File: config.mk
export PLATFORM = sky130hd
export DESIGN_NAME = pin_fall_irq
export DESIGN_NICKNAME = d
export VERILOG_FILES = /design/src/rtl/pfi_pkg.sv /design/src/rtl/pfi_sync.sv /design/src/rtl/pfi_fall_detect.sv /design/src/rtl/pfi_cmd_decode.sv /design/src/rtl/pin_fall_irq.sv
export SDC_FILE = /design/constraint.sdc
export NUM_CORES = 1
export LEC_CHECK = 0
export BUFFER_PORTS_ARGS = -buffer_cell sky130_fd_sc_hd__buf_4
export CAP_MARGIN = 40
export CORE_ASPECT_RATIO = 1.2
export CORE_UTILIZATION = 56
export CTS_BUF_LIST = sky130_fd_sc_hd__clkbuf_8
export DETAILED_ROUTE_END_ITERATION = 8
export HOLD_SLACK_MARGIN = 0.1
export PLACE_DENSITY = 0.77
export SETUP_SLACK_MARGIN = 0.05
export SLEW_MARGIN = 20
export SYNTH_ARGS = -nofsm -noshare
export SYNTH_HDL_FRONTEND = slang
export SYNTH_SLANG_ARGS = --single-unit
File: constraint.sdc
create_clock -name clk -period 1.9 [get_ports clk]
set_input_delay 0.285 -clock clk [delete_from_list [all_inputs] [get_ports clk]]
set_output_delay 0.285 -clock clk [all_outputs]
set_load 0.005 [all_outputs]
File: src/rtl/pfi_pkg.sv
package pfi_pkg;
    // command byte that wipes the event registers
    localparam logic [7:0] CMD_CLR_EVT = 8'h13;
    // register address of the chip-address register
    localparam int A_CHIP = 0;
    // first input-level register; enables and events follow in port-sized groups
    localparam int A_PIN0 = 1;
endpackage

File: src/rtl/pfi_sync.sv
module pfi_sync #(
    parameter int W = 24
) (
    input  logic         clk,
    input  logic         rst_n,
    input  logic [W-1:0] d,
    output logic [W-1:0] q
);
    logic [W-1:0] s1_q, s2_q;

    always_ff @(posedge clk or negedge rst_n) begin
        if (!rst_n) begin
            s1_q <= '0;
            s2_q <= '0;
        end else begin
            s1_q <= d;
            s2_q <= s1_q;
        end
    end

    assign q = s2_q;
endmodule

File: src/rtl/pfi_fall_detect.sv
module pfi_fall_detect #(
    parameter int W = 24
) (
    input  logic         clk,
    input  logic         rst_n,
    input  logic [W-1:0] cur,
    output logic [W-1:0] fall
);
    logic [W-1:0] prev_d, prev_q;

    always_comb begin
        prev_d = cur;
    end

    always_ff @(posedge clk or negedge rst_n) begin
        if (!rst_n) prev_q <= '0;
        else        prev_q <= prev_d;
    end

    // previous sample high, current sample low
    assign fall = prev_q & ~cur;
endmodule

File: src/rtl/pfi_cmd_decode.sv
module pfi_cmd_decode #(
    parameter int CHIP_AW = 3
) (
    input  logic               cmd_valid,
    input  logic [7:0]         cmd_code,
    input  logic [CHIP_AW-1:0] chip_addr,
    input  logic [CHIP_AW-1:0] strap,
    output logic               clr_hit
);
    import pfi_pkg::*;

    logic selected;

    always_comb begin
        selected = (chip_addr == strap);
        clr_hit  = cmd_valid && selected && (cmd_code == CMD_CLR_EVT);
    end
endmodule

File: src/rtl/pin_fall_irq.sv
module pin_fall_irq #(
    parameter int NUM_PORTS = 3,
    parameter int PORT_W    = 8,
    parameter int CHIP_AW   = 3,
    parameter int REG_AW    = 4
) (
    input  logic                          clk,
    input  logic                          rst_n,
    input  logic [NUM_PORTS*PORT_W-1:0]   pins_in,
    input  logic [CHIP_AW-1:0]            addr_strap,
    input  logic                          cmd_valid,
    input  logic [7:0]                    cmd_code,
    input  logic                          reg_wr,
    input  logic [REG_AW-1:0]             reg_addr,
    input  logic [PORT_W-1:0]             reg_wdata,
    output logic [PORT_W-1:0]             reg_rdata,
    output logic                          irq_n
);
    import pfi_pkg::*;

    localparam int NPINS  = NUM_PORTS * PORT_W;
    localparam int A_EN0  = A_PIN0 + NUM_PORTS;
    localparam int A_EVT0 = A_EN0 + NUM_PORTS;

    typedef struct packed {
        logic [CHIP_AW-1:0] chip;
        logic [NPINS-1:0]   en;
        logic [NPINS-1:0]   evt;
        logic               irq_act;
    } state_t;

    state_t st_d, st_q;

    logic [NPINS-1:0] pin_sync;
    logic [NPINS-1:0] fall_w;
    logic             clr_hit;
    logic [NPINS-1:0] en_q;
    logic [NPINS-1:0] evt_q;

    pfi_sync #(.W(NPINS)) u_sync (
        .clk   (clk),
        .rst_n (rst_n),
        .d     (pins_in),
        .q     (pin_sync)
    );

    pfi_fall_detect #(.W(NPINS)) u_fall (
        .clk   (clk),
        .rst_n (rst_n),
        .cur   (pin_sync),
        .fall  (fall_w)
    );

    pfi_cmd_decode #(.CHIP_AW(CHIP_AW)) u_cmd (
        .cmd_valid (cmd_valid),
        .cmd_code  (cmd_code),
        .chip_addr (st_q.chip),
        .strap     (addr_strap),
        .clr_hit   (clr_hit)
    );

    // next-state logic
    always_comb begin
        st_d = st_q;
        if (reg_wr) begin
            if (reg_addr == REG_AW'(A_CHIP))
                st_d.chip = reg_wdata[CHIP_AW-1:0];
            for (int p = 0; p < NUM_PORTS; p++) begin
                if (reg_addr == REG_AW'(A_EN0 + p))
                    st_d.en[p*PORT_W +: PORT_W] = reg_wdata;
            end
        end
        // a fresh edge outranks a clear in the same cycle
        st_d.evt     = (clr_hit ? '0 : st_q.evt) | (fall_w & st_q.en);
        st_d.irq_act = |st_q.evt;
    end

    always_ff @(posedge clk or negedge rst_n) begin
        if (!rst_n) st_q <= '0;
        else        st_q <= st_d;
    end

    // read mux, no side effects
    always_comb begin
        reg_rdata = '0;
        if (reg_addr == REG_AW'(A_CHIP))
            reg_rdata[CHIP_AW-1:0] = st_q.chip;
        for (int p = 0; p < NUM_PORTS; p++) begin
            if (reg_addr == REG_AW'(A_PIN0 + p))
                reg_rdata = pin_sync[p*PORT_W +: PORT_W];
            if (reg_addr == REG_AW'(A_EN0 + p))
                reg_rdata = st_q.en[p*PORT_W +: PORT_W];
            if (reg_addr == REG_AW'(A_EVT0 + p))
                reg_rdata = st_q.evt[p*PORT_W +: PORT_W];
        end
    end

    assign en_q  = st_q.en;
    assign evt_q = st_q.evt;
    assign irq_n = ~st_q.irq_act;
endmodule

== Word-level counts from Yosys, hierarchy flattened ==
Index checks and enable logic that the tools add are counted.
Widths: inputs -> output; s select.

* Register bits after elaboration: 124
* Input port bits: 51
* Output and inout bits: 9
* Logic and storage cells: 44

* Equal/unequal tests: 11
* Mux-type cells: 11
* Bitwise logic cells: 5
* Reduce and logical (&&, ||, !) cells: 8

{| class="wikitable"
|+ Operators with widths
! cell !! count
|-
| $mux 8 || 9
|-
| $and 24x24->24 || 2
|-
| $mux 24 || 1
|-
| $not 24->24 || 1
|-
| $or 24x24->24 || 1
|-
| $reduce_or 24->1 || 1
|-
| $eq 4x3->1 const B || 4
|-
| $eq 4x2->1 const B || 2
|-
| $eq 4x4->1 const B || 2
|-
| $eq 8x5->1 const B || 1
|-
| $reduce_and 2->1 || 4
|-
| $eq 4x1->1 const B || 1
|-
| $logic_not 4->1 || 1
|-
| $eq 3x3->1 || 1
|-
| $mux 3 || 1
|-
| $logic_and 1x1->1 || 2
|-
| $not 1->1 || 1
|}

== Longest topological paths before layout ==
* Word-level depth: 11
* Mapped depth: 7
* Gate-level depth less buffers: 5

== Modules after synthesis ==
A second synthesis with hierarchy kept.

* Cell total of the unflattened synthesis: 416
* Area, all modules: 5106.1 µm²

{| class="wikitable"
|+ By module, submodules not included
! module !! times used !! cells an instance !! area each (µm²) !! sequential area each (µm²)
|-
| pin_fall_irq || 1 || 312 || 2915.3 || 1301.2
|-
| pfi_sync || 1 || 48 || 1201.2 || 1201.2
|-
| pfi_fall_detect || 1 || 48 || 930.9 || 600.6
|-
| pfi_cmd_decode || 1 || 8 || 58.8 || 0.0
|}

== Worst setup path after synthesis ==
Ideal clock, no wire load.

* Path kind: input to output
* Start point: input port reg_addr[2]
* End point: output port reg_rdata[5]
* Data arrival time: 1.278 ns
* Required time: 1.615 ns
* Path slack: 0.337 ns
* Stages: 7
* Path buffers: 2
* Cells stage by stage: buf_6 > nor2b_1 > buf_6 > a22oi_4 > o221ai_2 > a221oi_2 > o21ai_1

* Longest elaborated chain between the ends: 10
* Elaborated cells on any way between the ends: 18
* Those cells by class: eq/ne (9); mux (9)

{| class="wikitable"
|+ RTL lines
! what !! line !! RTL
|-
| from (decl) || pin_fall_irq.sv:14 || <nowiki>input logic [REG_AW-1:0] reg_addr,</nowiki>
|-
| $eq 4x1->1 || pin_fall_irq.sv:89 || <nowiki>if (reg_addr == REG_AW'(A_PIN0 + p))</nowiki>
|-
| $mux 8 || pin_fall_irq.sv:89 ||
|-
| $mux 8 || pin_fall_irq.sv:91 || <nowiki>if (reg_addr == REG_AW'(A_EN0 + p))</nowiki>
|-
| $mux 8 || pin_fall_irq.sv:93 || <nowiki>if (reg_addr == REG_AW'(A_EVT0 + p))</nowiki>
|-
| $mux 8 || pin_fall_irq.sv:89 ||
|-
| $mux 8 || pin_fall_irq.sv:91 ||
|-
| $mux 8 || pin_fall_irq.sv:93 ||
|-
| $mux 8 || pin_fall_irq.sv:89 ||
|-
| $mux 8 || pin_fall_irq.sv:91 ||
|-
| $mux 8 * || pin_fall_irq.sv:93 ||
|-
| to (decl) || pin_fall_irq.sv:16 || <nowiki>output logic [PORT_W-1:0] reg_rdata,</nowiki>
|}

Mark *: on every way between the ends. The rest lies on a longest branch, timed or not.

== Worst setup path after layout ==
* Start point: register st_q (netlist bit evt_q[14])
* End point: output port reg_rdata[6]

* Longest elaborated chain between the ends: 4

{| class="wikitable"
|+ RTL lines
! what !! line !! RTL
|-
| from (decl) || pin_fall_irq.sv:32 || <nowiki>state_t st_d, st_q;</nowiki>
|-
| from (signal assigned) || pin_fall_irq.sv:80 || <nowiki>else st_q <= st_d;</nowiki>
|-
| $mux 8 || pin_fall_irq.sv:93 ||
|-
| $mux 8 || pin_fall_irq.sv:89 ||
|-
| $mux 8 || pin_fall_irq.sv:91 ||
|-
| $mux 8 || pin_fall_irq.sv:93 ||
|}

Every way passes these cells.

==> flow_summary.toml <==
[outcome]
failed_checks = "setup timing"
status = "finished with violations"

[sta]
post-route-min-period_ns = 2.07
hold_violations = 0
fin_ws_ns = -0.172
finalSetupTns_ns = -0.592
fmax_mhz = 483
tightest_slew_ns = 0.360
slew_violations = 0
whs_ns = 0.126
setup_viol = 6
finalCritPeriodShare_pct = 109
rsz0062_at_grt = "yes"
skew_ns = 0.00829
relSlewSlack_pct = 75.8

[synth]
synth_warnings = 0
synth-seq-cells = 124
synth-edff-count = 0
syn_avg_cell_area_sq_um = 12.3
syn-num-nets = 438
syn_area_sq_mm = 0.00475
seq_area_frac_synth_pct = 65.4
syn_inst = 387
synth_ff_type = "dfrtp_1"
synthArstFlopShare_pct = 100
synthDistinctLibCells = 51

[cts]
insertion_delay_ns = 0.44
clock-root-buffer = "clkbuf_8"
cts.sinks = 124
ctsHtreeMaxLevel = 4
cts_tree = "yes"
clockBufferDepth = 2
clkTransAtPathRegs_ns = 0.07
numCtsBuffers = 17

[die]
core_sq_mm = 0.00815
ios = 60
die_area_sq_mm = 0.00885
die_w_um = 86.1
start_util_pct = 58.2
dieHeight_um = 103
row_count = 36

[layout]
fin_cells = 645
multi_input_area_sq_mm = 0.00162
mostFrequentLayoutCell = "dfrtp_1"
antenna_cells = 0
final_nets = 569
register_area_sq_mm = 0.00310
most-common-layout-cells = "124 x dfrtp_1, 94 x buf_4, 58 x nand2_1"
area_growth_pct = 34.1
fillers = 472
layout-drive-gt1-share_pct = 34.1

[pwr]
peakVddDrop_v = 0.000712
p_leak_nw = 2.91
powerDensity_mw_per_mm2 = 962
internal_power_w = 0.00461
power.total_w = 0.00612
seq_power_share_pct = 49.3
power_switching_w = 0.00152
switching_share_pct = 24.7
clockPowerShare_pct = 38.6
p_comb_share_pct = 12.1

[grt]
grt_pass1_vias = 3573
grt_pass1_wl_um = 17500
grt_start_max_net_pins = 71
antenna_found_initial = 0
grt_use_total_pct = 27.3
grt_overflow = 0

[setup_path]
cp_max_fo = 2
cp-start-kind = "flop"
path_class = "flop to output pin"
end_kind = "output pin"
worstPathArrival_ns = 1.79
crit_required_ns = 1.62

[placed_design]
gp_congestion = 0.977
dp_cells = 567
dp_hpwl_um = 7160
portBuffers = 59

[drt]
dr.pass1.iters = 5
drc = 0
drtAntennaViolNets = 0
viasPerCell = 5.53
num_vias = 3565
drt_iter0_markers = 330
wl_per_cell_um = 17.1
wirelength_um = 11100

[job]
maxCapViolations = 0

[worst_hold_path]
hp-class = "primary input to flop"
worst max-delay path, cell delays in order (launching register included):
cell	delay, ns
dfrtp_1	0.39
nor4bb_4	0.16
o21ai_1	0.18
o221ai_1	0.13
a32oi_1	0.25
a21oi_2	0.10
buf_4	0.14
final timing paths:
check | to | cells past startpoint | start | slack [ns]
min in group asynchronous | u_fall.prev_q[16]$_DFF_PN0_ | 2 | rst_n | 0.24
hold / removal | en_q[18]$_DFFE_PN0P_ | 2 | reg_wdata[2] | 0.13
setup reg to reg | evt_q[10]$_DFF_PN0_ | 7 | st_q[49]$_DFFE_PN0P_ | 0.26
max in group asynchronous | evt_q[12]$_DFF_PN0_ | 3 | rst_n | 1.05
hold reg to reg | u_sync.q[11]$_DFF_PN0_ | 0 | u_sync.s1_q[11]$_DFF_PN0_ | 0.35
setup / recovery | reg_rdata[6] | 6 | evt_q[14]$_DFF_PN0_ | -0.17
metal layers:
metal  global-route usage, %  wire length (um)  vias up
met4                    12.7               260        0
met3                    8.33               653       25
met5                       0                 0        -
li1                        -                 -     1634
met2                    43.5              5370      137
met1                    34.8              4770     1769
power by group through the flow:
stage	sequential (W)	combinational, W	clock, W
final	0.00302	0.000739	0.00236
after global routing	0.00304	0.000806	0.00254
after floorplan	0.00301	0.000337	0
after global placement	0.00306	0.000568	0
after detailed placement	0.00307	0.000592	0
after CTS	0.00302	0.000708	0.00242
metrics by stage:
stage / worst slack (ns) / util [%] / area (sq um)
finish: -0.172 / 78.1 / 6370
global route: -0.273 / 78.1 / 6370
CTS: -0.167 / 76.7 / 6250
detailed placement: -0.00865 / 66.6 / 5430
global placement: 0.0379 / 66.6 / 5430
floorplan: 0.337 / - / 4750
what timing repair did:
| action | in CTS | in global routing |
|---|---|---|
| endpoints found under the setup margin | 8 | 8 |
| hold endpoints to repair | 163 | 0 |
| buffers inserted | 9 | 7 |
| hold buffers | 30 | 0 |
| pin swaps | 17 | 17 |
| gates resized for setup | 9 | 12 |
kinds of logic (layout without fill, tap and decap cells):
group,count (synthesis),after routing,synth area share [%]
AOI/OAI and AO/OA,94,94,12.7
muxes,30,30,7.12
xor gates and xnor gates,3,3,0.554
DFF,124,124,65.4
and+or+nand+nor,114,114,11.8
buffers and inverters,22,166,2.50
synthesized netlist by cell type, types with 6 or more instances:
| library cell | count | area (sq um) |
|---|---|---|
| mux2_2 | 27 | 304 |
| nor2b_1 | 8 | 50.1 |
| a21oi_1 | 19 | 95.1 |
| dfrtp_1 | 124 | 3100 |
| inv_1 | 7 | 26.3 |
| nor2_1 | 9 | 33.8 |
| o21ai_0 | 32 | 160 |
| buf_2 | 8 | 40.0 |
| nand2_1 | 58 | 218 |
| nor4_1 | 7 | 43.8 |
| o22ai_1 | 9 | 56.3 |
| a22oi_1 | 6 | 45.0 |
| nand3_1 | 8 | 40.0 |
cell type report:
type | count | area share [%]
timing repair buffer | 127 | 16.6
inverter | 7 | 0.413
multi-input combinational | 241 | 25.4
clock inverter | 14 | 2.67
tap | 114 | 2.24
clock buffer | 18 | 3.89
sequential | 124 | 48.7
state kept, by name, summed over array words and instances, names as in the netlist:
name / count
en_q: 24
evt_q: 24
u_fall.prev_q: 24
st_q: 4
u_sync.s1_q: 24
u_sync.q: 24
No activity file was read; power rests on OpenSTA's default activity.
